<file path="src/rtl/fan_sup_pkg.sv">
package fan_sup_pkg;

    typedef enum logic [2:0] {
        ST_HALT  = 3'd0,
        ST_SPIN1 = 3'd1,
        ST_SPIN2 = 3'd2,
        ST_RUN   = 3'd3,
        ST_PROBE = 3'd4,
        ST_SPINR = 3'd5,
        ST_LOCK  = 3'd6
    } sup_state_t;

endpackage

</file>
<file path="src/rtl/fs_sync.sv">
module fs_sync #(
    parameter int STAGES = 2
) (
    input  logic clk,
    input  logic rst_n,
    input  logic d,
    output logic q
);
    logic [STAGES-1:0] chain;

    generate
        if (STAGES == 1) begin : g_single
            always_ff @(posedge clk) begin
                if (!rst_n) chain <= '0;
                else        chain <= d;
            end
        end else begin : g_chain
            always_ff @(posedge clk) begin
                if (!rst_n) chain <= '0;
                else        chain <= {chain[STAGES-2:0], d};
            end
        end
    endgenerate

    assign q = chain[STAGES-1];
endmodule

</file>
<file path="src/rtl/fs_edge_blank.sv">
module fs_edge_blank #(
    parameter int BLANK_CLKS = 4
) (
    input  logic clk,
    input  logic rst_n,
    input  logic sense_s,
    input  logic pwm_on_tick,
    output logic fan_pulse
);
    localparam int BW = $clog2(BLANK_CLKS + 1);

    logic          sense_q;
    logic [BW-1:0] blank_cnt;
    logic          blanking;

    always_ff @(posedge clk) begin
        if (!rst_n) begin
            sense_q   <= 1'b0;
            blank_cnt <= '0;
        end else begin
            sense_q <= sense_s;
            if (pwm_on_tick)
                blank_cnt <= BW'(BLANK_CLKS);
            else if (blank_cnt != '0)
                blank_cnt <= blank_cnt - 1'b1;
        end
    end

    assign blanking  = pwm_on_tick | (blank_cnt != '0);
    assign fan_pulse = sense_s & ~sense_q & ~blanking;


    blank_chk: assert property (@(posedge clk) disable iff (!rst_n)
        pwm_on_tick |=> !fan_pulse);


    level_once_chk: assert property (@(posedge clk) disable iff (!rst_n)
        fan_pulse |=> !fan_pulse);
endmodule

</file>
<file path="src/rtl/fs_shdn_qual.sv">
module fs_shdn_qual #(
    parameter int MIN_CLKS = 6000
) (
    input  logic clk,
    input  logic rst_n,
    input  logic shdn_s,
    output logic shdn_long
);
    localparam int WW = $clog2(MIN_CLKS + 1);

    logic [WW-1:0] width_cnt;

    always_ff @(posedge clk) begin
        if (!rst_n)
            width_cnt <= '0;
        else if (!shdn_s)
            width_cnt <= '0;
        else if (width_cnt != WW'(MIN_CLKS))
            width_cnt <= width_cnt + 1'b1;
    end

    assign shdn_long = (width_cnt == WW'(MIN_CLKS));


    long_release_chk: assert property (@(posedge clk) disable iff (!rst_n)
        !shdn_s |=> !shdn_long);
endmodule

</file>
<file path="src/rtl/fs_period_cnt.sv">
module fs_period_cnt #(
    parameter int CNT_W = 6
) (
    input  logic             clk,
    input  logic             rst_n,
    input  logic             clr,
    input  logic             tick,
    input  logic [CNT_W-1:0] limit,
    output logic             done
);
    logic [CNT_W-1:0] cnt;

    assign done = tick & (cnt == limit - 1'b1);

    always_ff @(posedge clk) begin
        if (!rst_n)    cnt <= '0;
        else if (clr)  cnt <= '0;
        else if (done) cnt <= '0;
        else if (tick) cnt <= cnt + 1'b1;
    end


    cnt_bound_chk: assert property (@(posedge clk) disable iff (!rst_n)
        (limit != '0) |-> (cnt < limit));
endmodule

</file>
<file path="src/rtl/fan_fault_supervisor.sv">
module fan_fault_supervisor
    import fan_sup_pkg::*;
#(
    parameter int BURST_PERIODS = 32,
    parameter int WDOG_PERIODS  = 32,
    parameter int DIAG_PERIODS  = 3,
    parameter int BLANK_CLKS    = 4,
    parameter int SHDN_MIN_CLKS = 6000,
    parameter int SYNC_STAGES   = 2
) (
    input  logic clk,
    input  logic rst_n,
    input  logic period_tick,
    input  logic pwm_on_tick,
    input  logic sense_in,
    input  logic shutdown_in,
    input  logic over_temp,
    output logic force_on,
    output logic pwm_enable,
    output logic fault_n
);
    localparam int MAX_AB = (BURST_PERIODS > WDOG_PERIODS) ? BURST_PERIODS : WDOG_PERIODS;
    localparam int MAX_P  = (MAX_AB > DIAG_PERIODS) ? MAX_AB : DIAG_PERIODS;
    localparam int CNT_W  = $clog2(MAX_P + 1);

    sup_state_t       state, state_n;
    logic             sense_s, shdn_s, ot_s;
    logic             fan_pulse, shdn_long;
    logic             win_done, win_clr;
    logic [CNT_W-1:0] win_limit;

    fs_sync #(.STAGES(SYNC_STAGES)) u_sync_sense (
        .clk(clk), .rst_n(rst_n), .d(sense_in), .q(sense_s));
    fs_sync #(.STAGES(SYNC_STAGES)) u_sync_shdn (
        .clk(clk), .rst_n(rst_n), .d(shutdown_in), .q(shdn_s));
    fs_sync #(.STAGES(SYNC_STAGES)) u_sync_ot (
        .clk(clk), .rst_n(rst_n), .d(over_temp), .q(ot_s));

    fs_edge_blank #(.BLANK_CLKS(BLANK_CLKS)) u_edge (
        .clk(clk), .rst_n(rst_n), .sense_s(sense_s),
        .pwm_on_tick(pwm_on_tick), .fan_pulse(fan_pulse));

    fs_shdn_qual #(.MIN_CLKS(SHDN_MIN_CLKS)) u_shdn (
        .clk(clk), .rst_n(rst_n), .shdn_s(shdn_s), .shdn_long(shdn_long));

    fs_period_cnt #(.CNT_W(CNT_W)) u_win (
        .clk(clk), .rst_n(rst_n), .clr(win_clr), .tick(period_tick),
        .limit(win_limit), .done(win_done));

    // Window length selected by the current state
    always_comb begin
        unique case (state)
            ST_RUN:   win_limit = CNT_W'(WDOG_PERIODS);
            ST_PROBE: win_limit = CNT_W'(DIAG_PERIODS);
            default:  win_limit = CNT_W'(BURST_PERIODS);
        endcase
    end

    // Next-state logic
    always_comb begin
        state_n = state;
        if (shdn_s && state != ST_LOCK) begin
            state_n = ST_HALT;
        end else begin
            unique case (state)
                ST_HALT:  state_n = ST_SPIN1;
                ST_SPIN1: if (fan_pulse) state_n = ST_RUN;
                          else if (win_done) state_n = ST_SPIN2;
                ST_SPIN2: if (fan_pulse) state_n = ST_RUN;
                          else if (win_done) state_n = ST_LOCK;
                ST_RUN:   if (!fan_pulse && win_done) state_n = ST_PROBE;
                ST_PROBE: if (fan_pulse) state_n = ST_RUN;
                          else if (win_done) state_n = ST_SPINR;
                ST_SPINR: if (fan_pulse) state_n = ST_RUN;
                          else if (win_done) state_n = ST_LOCK;
                ST_LOCK:  if (shdn_long) state_n = ST_HALT;
                default:  state_n = ST_HALT;
            endcase
        end
    end

    assign win_clr = (state_n != state) | (state == ST_RUN && fan_pulse)
                   | (state == ST_HALT) | (state == ST_LOCK);

    // State register
    always_ff @(posedge clk) begin
        if (!rst_n) state <= ST_HALT;
        else        state <= state_n;
    end

    // Output register
    always_ff @(posedge clk) begin
        if (!rst_n) begin
            force_on   <= 1'b0;
            pwm_enable <= 1'b0;
            fault_n    <= 1'b1;
        end else if (shdn_s) begin
            force_on   <= 1'b0;
            pwm_enable <= 1'b0;
            fault_n    <= 1'b1;
        end else begin
            force_on   <= (state == ST_SPIN1) || (state == ST_SPIN2) ||
                          (state == ST_PROBE) || (state == ST_SPINR);
            pwm_enable <= (state == ST_RUN);
            fault_n    <= !((state == ST_LOCK) || ot_s);
        end
    end


    shdn_zero_chk: assert property (@(posedge clk) disable iff (!rst_n)
        shdn_s |=> (!force_on && !pwm_enable && fault_n));


    fault_hold_chk: assert property (@(posedge clk) disable iff (!rst_n)
        (state == ST_LOCK && !shdn_long) |=> (state == ST_LOCK));


    lock_drive_chk: assert property (@(posedge clk) disable iff (!rst_n)
        (state == ST_LOCK && !shdn_s) |=> (!force_on && !pwm_enable && !fault_n));


    drive_excl_chk: assert property (@(posedge clk) disable iff (!rst_n)
        $onehot0({force_on, pwm_enable}));


    probe_entry_chk: assert property (@(posedge clk) disable iff (!rst_n)
        (state == ST_PROBE && $past(state) == ST_RUN) |-> $past(period_tick));


    ot_fault_chk: assert property (@(posedge clk) disable iff (!rst_n)
        (ot_s && !shdn_s) |=> !fault_n);
endmodule

</file>
<file path="config.mk">
export PLATFORM = sky130hd
export DESIGN_NAME = fan_fault_supervisor
export DESIGN_NICKNAME = d
export VERILOG_FILES = /design/src/rtl/fan_sup_pkg.sv /design/src/rtl/fs_sync.sv /design/src/rtl/fs_edge_blank.sv /design/src/rtl/fs_shdn_qual.sv /design/src/rtl/fs_period_cnt.sv /design/src/rtl/fan_fault_supervisor.sv
export SDC_FILE = /design/constraint.sdc
export NUM_CORES = 1
export LEC_CHECK = 0
export BUFFER_PORTS_ARGS = -buffer_cell sky130_fd_sc_hd__buf_2
export CAP_MARGIN = 20
export CORE_MARGIN = 2
export CORE_UTILIZATION = 25
export DETAILED_ROUTE_END_ITERATION = 7
export SLEW_MARGIN = 0
export SYNTH_ARGS = -nofsm -noshare
export SYNTH_HDL_FRONTEND = slang
export SYNTH_SLANG_ARGS = --single-unit
</file>
<file path="constraint.sdc">
create_clock -name clk -period 2.8 [get_ports clk]
set_input_delay 0.28 -clock clk [delete_from_list [all_inputs] [get_ports clk]]
set_output_delay 0.28 -clock clk [all_outputs]
set_load 0.02 [all_outputs]
</file>
; After elaboration in Yosys (flattened, before gate mapping)
; Index checks and enable logic that the tools add are counted.
[totals]
reg_bits = 35
input_bits = 7
out_inout_bits = 3
word_cells = 67
[classes]
addsub = 4
n_eq_ne = 11
n_mux = 13
bitwise = 10
reduce_logical = 17
[op_table]
columns = op, n
row1 = 3-bit two-way mux, 11
row2 = 3-bit one-hot mux with 6 select lines, 1
row3 = "13-bit by 1-bit adder with 13-bit output, second input constant", 1
row4 = "13-bit equality test, second input constant", 1
row5 = "13-bit != test, second input constant", 1
row6 = "3-bit equality test, second input constant", 3
row7 = "6-bit by 1-bit adder with 6-bit output, second input constant", 1
row8 = "3-bit by 2-bit equality test with 1-bit output, second input constant", 2
row9 = 6-bit equality test, 1
row10 = 6-bit two-way mux, 1
row11 = 2-bit OR reduction, 3
row12 = "6-bit by 1-bit subtractor with 6-bit output, second input constant", 1
row13 = 1-bit logical OR, 4
row14 = 1-bit bitwise OR, 4
row15 = 1-bit AND, 3
row16 = "3-bit by 1-bit equality test with 1-bit output, second input constant", 1
row17 = 1-bit logical AND, 3
row18 = 3-bit zero test, 1
row19 = 3-bit != test, 1
row20 = "3-bit != test, second input constant", 1
row21 = 1-bit inverter, 3
row22 = 3-bit nonzero test, 1
row23 = 3-bit OR reduction, 1
row24 = "3-bit by 1-bit subtractor with 3-bit output, second input constant", 1
row25 = other kinds (3), 4

; Longest topological paths before layout
[depth]
word_depth = 14
depth_mapped = 10
mapped_depth_nobuf = 9

; Modules after synthesis
; Synthesis repeated with hierarchy kept, for this count alone.
[hier_totals]
hier_cells = 206
area_unflattened_um2 = 1848.0
[modules_own_cells]
columns = module, instances, cells_each, area_per_inst_um2, seq_area_each_um2
row1 = fs_shdn_qual, 1, 72, 634.4, 260.2
row2 = fs_period_cnt, 1, 52, 475.5, 120.1
row3 = fan_fault_supervisor, 1, 50, 375.4, 120.1
row4 = fs_edge_blank, 1, 20, 205.2, 80.1
row5 = fs_sync, 3, 4, 52.6, 40.0

; Least setup slack after synthesis
; OpenSTA, ideal clock, no wires.
[synth_timing]
path_type = register to register
startpoint = reg u_edge.blank_cnt[0]
endpoint = reg u_win.cnt[0]
setup_ps = 74
arrival_ps = 1915
required_ps = 2726
path_slack_ps = 811
path_stages_with_launch = 10
path_buffers = 1
period_less_slack_ps = 1989
cell_sequence = dfxtp_1 > inv_1 > ha_1 > ha_1 > clkbuf_1 > nand4bb_1 > o21ai_0 > nor4_2 > o221ai_4 > nor3_2
[synth_via]
elab_chain_len = 14
word_cells_on_any_way = 18
classes_between = 1 x eq/ne / 6 x mux / 6 x bitwise / 5 x reduce/logical
[synth_lines]
columns = element, line
row1 = "start, declared", fs_edge_blank.sv:13  ; logic [BW-1:0] blank_cnt;
row2 = "start signal, assigned", fs_edge_blank.sv:23  ; blank_cnt <= BW'(BLANK_CLKS);
row3 = "start signal, assigned", fs_edge_blank.sv:25  ; blank_cnt <= blank_cnt - 1'b1;
row4 = 3-bit nonzero test (*), fs_edge_blank.sv:29  ; assign blanking = pwm_on_tick | (blank_cnt != '0);
row5 = 1-bit bitwise OR (*), fs_edge_blank.sv:29
row6 = 1-bit inverter (*), fs_edge_blank.sv:30  ; assign fan_pulse = sense_s & ~sense_q & ~blanking;
row7 = 1-bit AND (*), fs_edge_blank.sv:30
row8 = 1-bit zero test, fan_fault_supervisor.sv:71  ; ST_RUN: if (!fan_pulse && win_done) state_n = ST_PROBE;
row9 = 1-bit logical AND, fan_fault_supervisor.sv:71
row10 = 3-bit two-way mux, fan_fault_supervisor.sv:71
row11 = 3-bit one-hot mux with 6 select lines, fan_fault_supervisor.sv:65  ; unique case (state)
row12 = 3-bit two-way mux, fan_fault_supervisor.sv:62  ; if (shdn_s && state != ST_LOCK) begin
row13 = 3-bit != test, fan_fault_supervisor.sv:82  ; assign win_clr = (state_n != state) | (state == ST_RUN && fan_pulse)
row14 = 1-bit bitwise OR (*), fan_fault_supervisor.sv:82
row15 = 1-bit bitwise OR (*) (2 in series), fan_fault_supervisor.sv:83  ; | (state == ST_HALT) | (state == ST_LOCK);
row16 = 3-bit OR reduction (no line) (*), n/a
row17 = "end signal, assigned", fs_period_cnt.sv:19  ; else if (tick) cnt <= cnt + 1'b1;
row18 = "end, declared", fs_period_cnt.sv:11  ; logic [CNT_W-1:0] cnt;
; Every way passes the cells marked *; elsewhere a longest branch is shown, timed or not.
; A chain may end at the register's enable or synchronous reset.

; Final worst setup path
[layout_timing]
startpoint = reg u_edge.blank_cnt[0]
endpoint = reg u_win.cnt[3]
; Same word-level chain as after synthesis.

==> key figures <==
Clock tree
  – Total CTS buffers: 5
  – Hold_buf cts: 0
  – Post-CTS Setup Bufs: 0
  – H-tree Lvls: 2
  – CTS tree: done
  – Post-cts sizing count: 0
  – Clock sink count: 35
  – Clk Latency, worst-skew pair: 0.29 ns
  – Clock buffer depth: 2
  – Clock-pin slew on the worst setup and hold paths: 0.07 ns
  – Root Driver: clkbuf_8

Floorplan
  – Row count: 30
  – Core Area: 6794 um2
  – Top Ports: 10
  – DIE HEIGHT: 87.86 um
  – Die Width: 87.86 um
  – Initial core utilization: 25.87%
  – Die area: 7719 um2

Worst setup path
  – Critical path arrival: 2.31 ns
  – Data required, critical path: 2.97 ns
  – Kind of critical path: reg -> reg
  – Worst path cell trace: inv_1, ha_1, ha_1, nand4bb_1, o21ai_1, a21oi_1, a31o_1, o221ai_4, nor3_2
  – Startpoint type of the worst setup path: flip-flop
  – Crit-path slowest cell: dfxtp_1
  – Max incr delay on CP: 0.32 ns
  – Crit. End Element: flip-flop
  – Critical Path Fanout Max: 7
  – Worst Path Buf+Inv: 1
  – CP top delay family: compound AO/OA/AOI/OAI gates
  – Cell mode on critical path: ha_1

Timing
  – FMAX: 467.8 MHz
  – Clock skew: 0.009464 ns
  – Final Hold Vio Count: 0
  – Final TNS setup: 0 ns
  – Final min period: 2.137 ns
  – RSZ-0062 raised after global routing: no
  – Final WS setup: 0.6625 ns
  – Final number of setup-violating endpoints: 0
  – Max-slew headroom: 67.60%
  – Worst-margin pin slew: 0.4853 ns
  – Max-slew violations: 0
  – Final period utilization: 76.34%

Synth
  – Distinct cells, synth: 43
  – FF+latch count, synth: 35
  – Register area share after synthesis: 39.86%
  – Post-synthesis cell area: 1758 um2
  – Gate Count Post-Synth: 190
  – Synth async-reset ratio: 0%
  – Number of synthesized flops with an enable pin: 0
  – Ys Warns: 0
  – Ys flop type: dfxtp_1
  – Avg Inst Size Synth: 9.252 um2
  – Syn nets: 203

Route
  – Post-route ant nets: 0
  – Initial DRT Pass Iterations: 5
  – DR DRC count: 0
  – Final wirelength: 3040 um
  – Vias: 1280
  – Via-to-Cell Ratio: 4.324
  – DR WL/cell: 10.27 um
  – 1st-iter DRT viols: 117

Power and ir drop
  – Logic pwr share: 6.7%
  – Max IR drop VDD: 0.1833 mV
  – Switching share of power: 21.86%
  – Net Switching: 0.2316 mW
  – Pint: 0.8278 mW
  – Lkg Pwr: 0.7122 nW
  – Seq pwr share: 49.2%
  – Clk pwr share: 44.1%
  – Power Dens Cells: 526.9 nW/um2

Global routing
  – First-pass GRT wire length: 5271 um
  – Total GRT Usage: 8.586%
  – Grt total ovfl: 0
  – Pin count of the biggest net entering global routing: 16
  – Antenna violations before repair: 0
  – Vias in the first global route: 1169

Layout
  – Filler Cell Count: 712
  – Nets: 212
  – Area growth syn-to-layout: 14.38%
  – Post-Layout Cell Count: 296
  – Share of cells above drive strength 1: 17.50%
  – Final Util: 29.59%
  – Ant diodes: 0

Run
  – MaxCap Viol Count: 0

Placement
  – Dpl ws: 0.6726 ns
  – Port-buffer cells: 9
  – Post-DP HPWL: 2181 um
  – Post-Place Cells: 288
  – RePlAce Congestion: 0.8212

Hold path
  – Class of the worst hold path: in -> reg

Outcome
  – Status: finished, final reports clean
final cells by class:
| type | count | area, um2 | share of cell area [%] |
|---|---|---|---|
| Tap cell | 96 | 120.1 | 5.974 |
| Timing Repair Buffer | 9 | 45.04 | 2.240 |
| Inverter | 10 | 37.54 | 1.867 |
| Clock buffer | 6 | 82.58 | 4.107 |
| Clock inverter | 2 | 35.03 | 1.742 |
| Sequential cell | 35 | 700.7 | 34.85 |
| Multi-Input combinational cell | 138 | 989.7 | 49.22 |
synthesized netlist by cell type, types with 2 or more instances:
cell type / instances / area share, %
dfxtp_1: 35 / 40
nor2_1: 26 / 5.6
nand2_1: 11 / 2.3
a21oi_1: 9 / 2.6
inv_1: 9 / 1.9
xor2_1: 9 / 4.5
and2_1: 8 / 2.8
nor3_2: 7 / 4.0
xnor2_1: 7 / 3.5
ha_1: 6 / 4.3
nand3_1: 6 / 1.7
o21ai_0: 5 / 1.4
clkbuf_1: 4 / 0.85
nand4_1: 4 / 1.4
or3_1: 4 / 1.4
and3_1: 3 / 1.1
buf_2: 3 / 0.85
mux2i_1: 3 / 1.7
a31o_1: 2 / 1.0
nand2b_1: 2 / 0.71
nor4_2: 2 / 1.4
o21ai_1: 2 / 0.57
o21bai_1: 2 / 0.85
or4_1: 2 / 0.85
final timing paths:
| check | start | to | slack [ns] | cells after the start |
|---|---|---|---|---|
| min | sense_in | u_sync_sense.chain[0] | 0.20 | 2 |
| min reg2reg | u_sync_shdn.chain[0] | u_sync_shdn.chain[1] | 0.43 | 1 |
| max | u_edge.blank_cnt[0] | u_win.cnt[3] | 0.66 | 9 |
| max reg2reg | u_edge.blank_cnt[0] | u_win.cnt[3] | 0.66 | 9 |
power groups by stage:
stage / logic, mW / registers (mW) / clock network [mW]
finish: 0.0709 / 0.521 / 0.468
global route: 0.0835 / 0.522 / 0.505
CTS: 0.0717 / 0.521 / 0.486
detailed placement: 0.0701 / 0.532 / 0
global placement: 0.0685 / 0.532 / 0
floorplan: 0.0561 / 0.529 / 0
cell usage in the layout, fill, tap and decap left out, drive strengths merged, types with 2 or more instances in the layout:
cell type,n
and2,8
nor3b,2
inv,10
ha,6
nand4,5
and3,3
xnor2,7
mux2i,3
clkbuf,6
dfxtp,35
nand2,12
nand2b,2
buf,9
nor2,26
or4,2
xor2,9
nor4,2
a21oi,9
a31o,2
o21ai,7
a22o,2
nor3,8
o21bai,2
nand3,6
or3,4
per-stage QoR:
step / cell area (um2) / hold WS, ns / total power [mW]
global placement: 1893 / 0.4145 / 0.6004
CTS: 2011 / 0.1873 / 1.079
detailed placement: 1893 / 0.4177 / 0.6025
global route: 2011 / 0.1920 / 1.111
floorplan: 1758 / 0.3980 / 0.5851
finish: 2011 / 0.1984 / 1.059
routing by layer:
layer	vias to the layer above	track usage, %	share of wire (%)	wire [um]
li1	667	-	-	-
met2	26	12.67	43	1307
met4	0	3.916	1.6	48
met5	-	0	0	0
met1	581	11.57	51	1549
met3	6	2.451	4.4	134
state kept, by name (all words and copies together), names as in the netlist:
register            flops
u_win.cnt               6
pwm_enable              1
u_sync_sense.chain      2
fault_n                 1
force_on                1
u_sync_ot.chain         2
u_edge.sense_q          1
u_sync_shdn.chain       2
u_edge.blank_cnt        3
u_shdn.width_cnt       13
state                   3
logic make-up after synthesis:
logic type / synth area share (%)
AO/OA/AOI/OAI: 12.53
XOR/XNOR: 7.972
adder cells (fa/ha/maj): 4.270
buffers and inverters: 3.843
flip-flops: 39.86
multiplexers: 1.708
AND/OR/NAND/NOR: 29.82
Power figures use the tool's default switching activity.
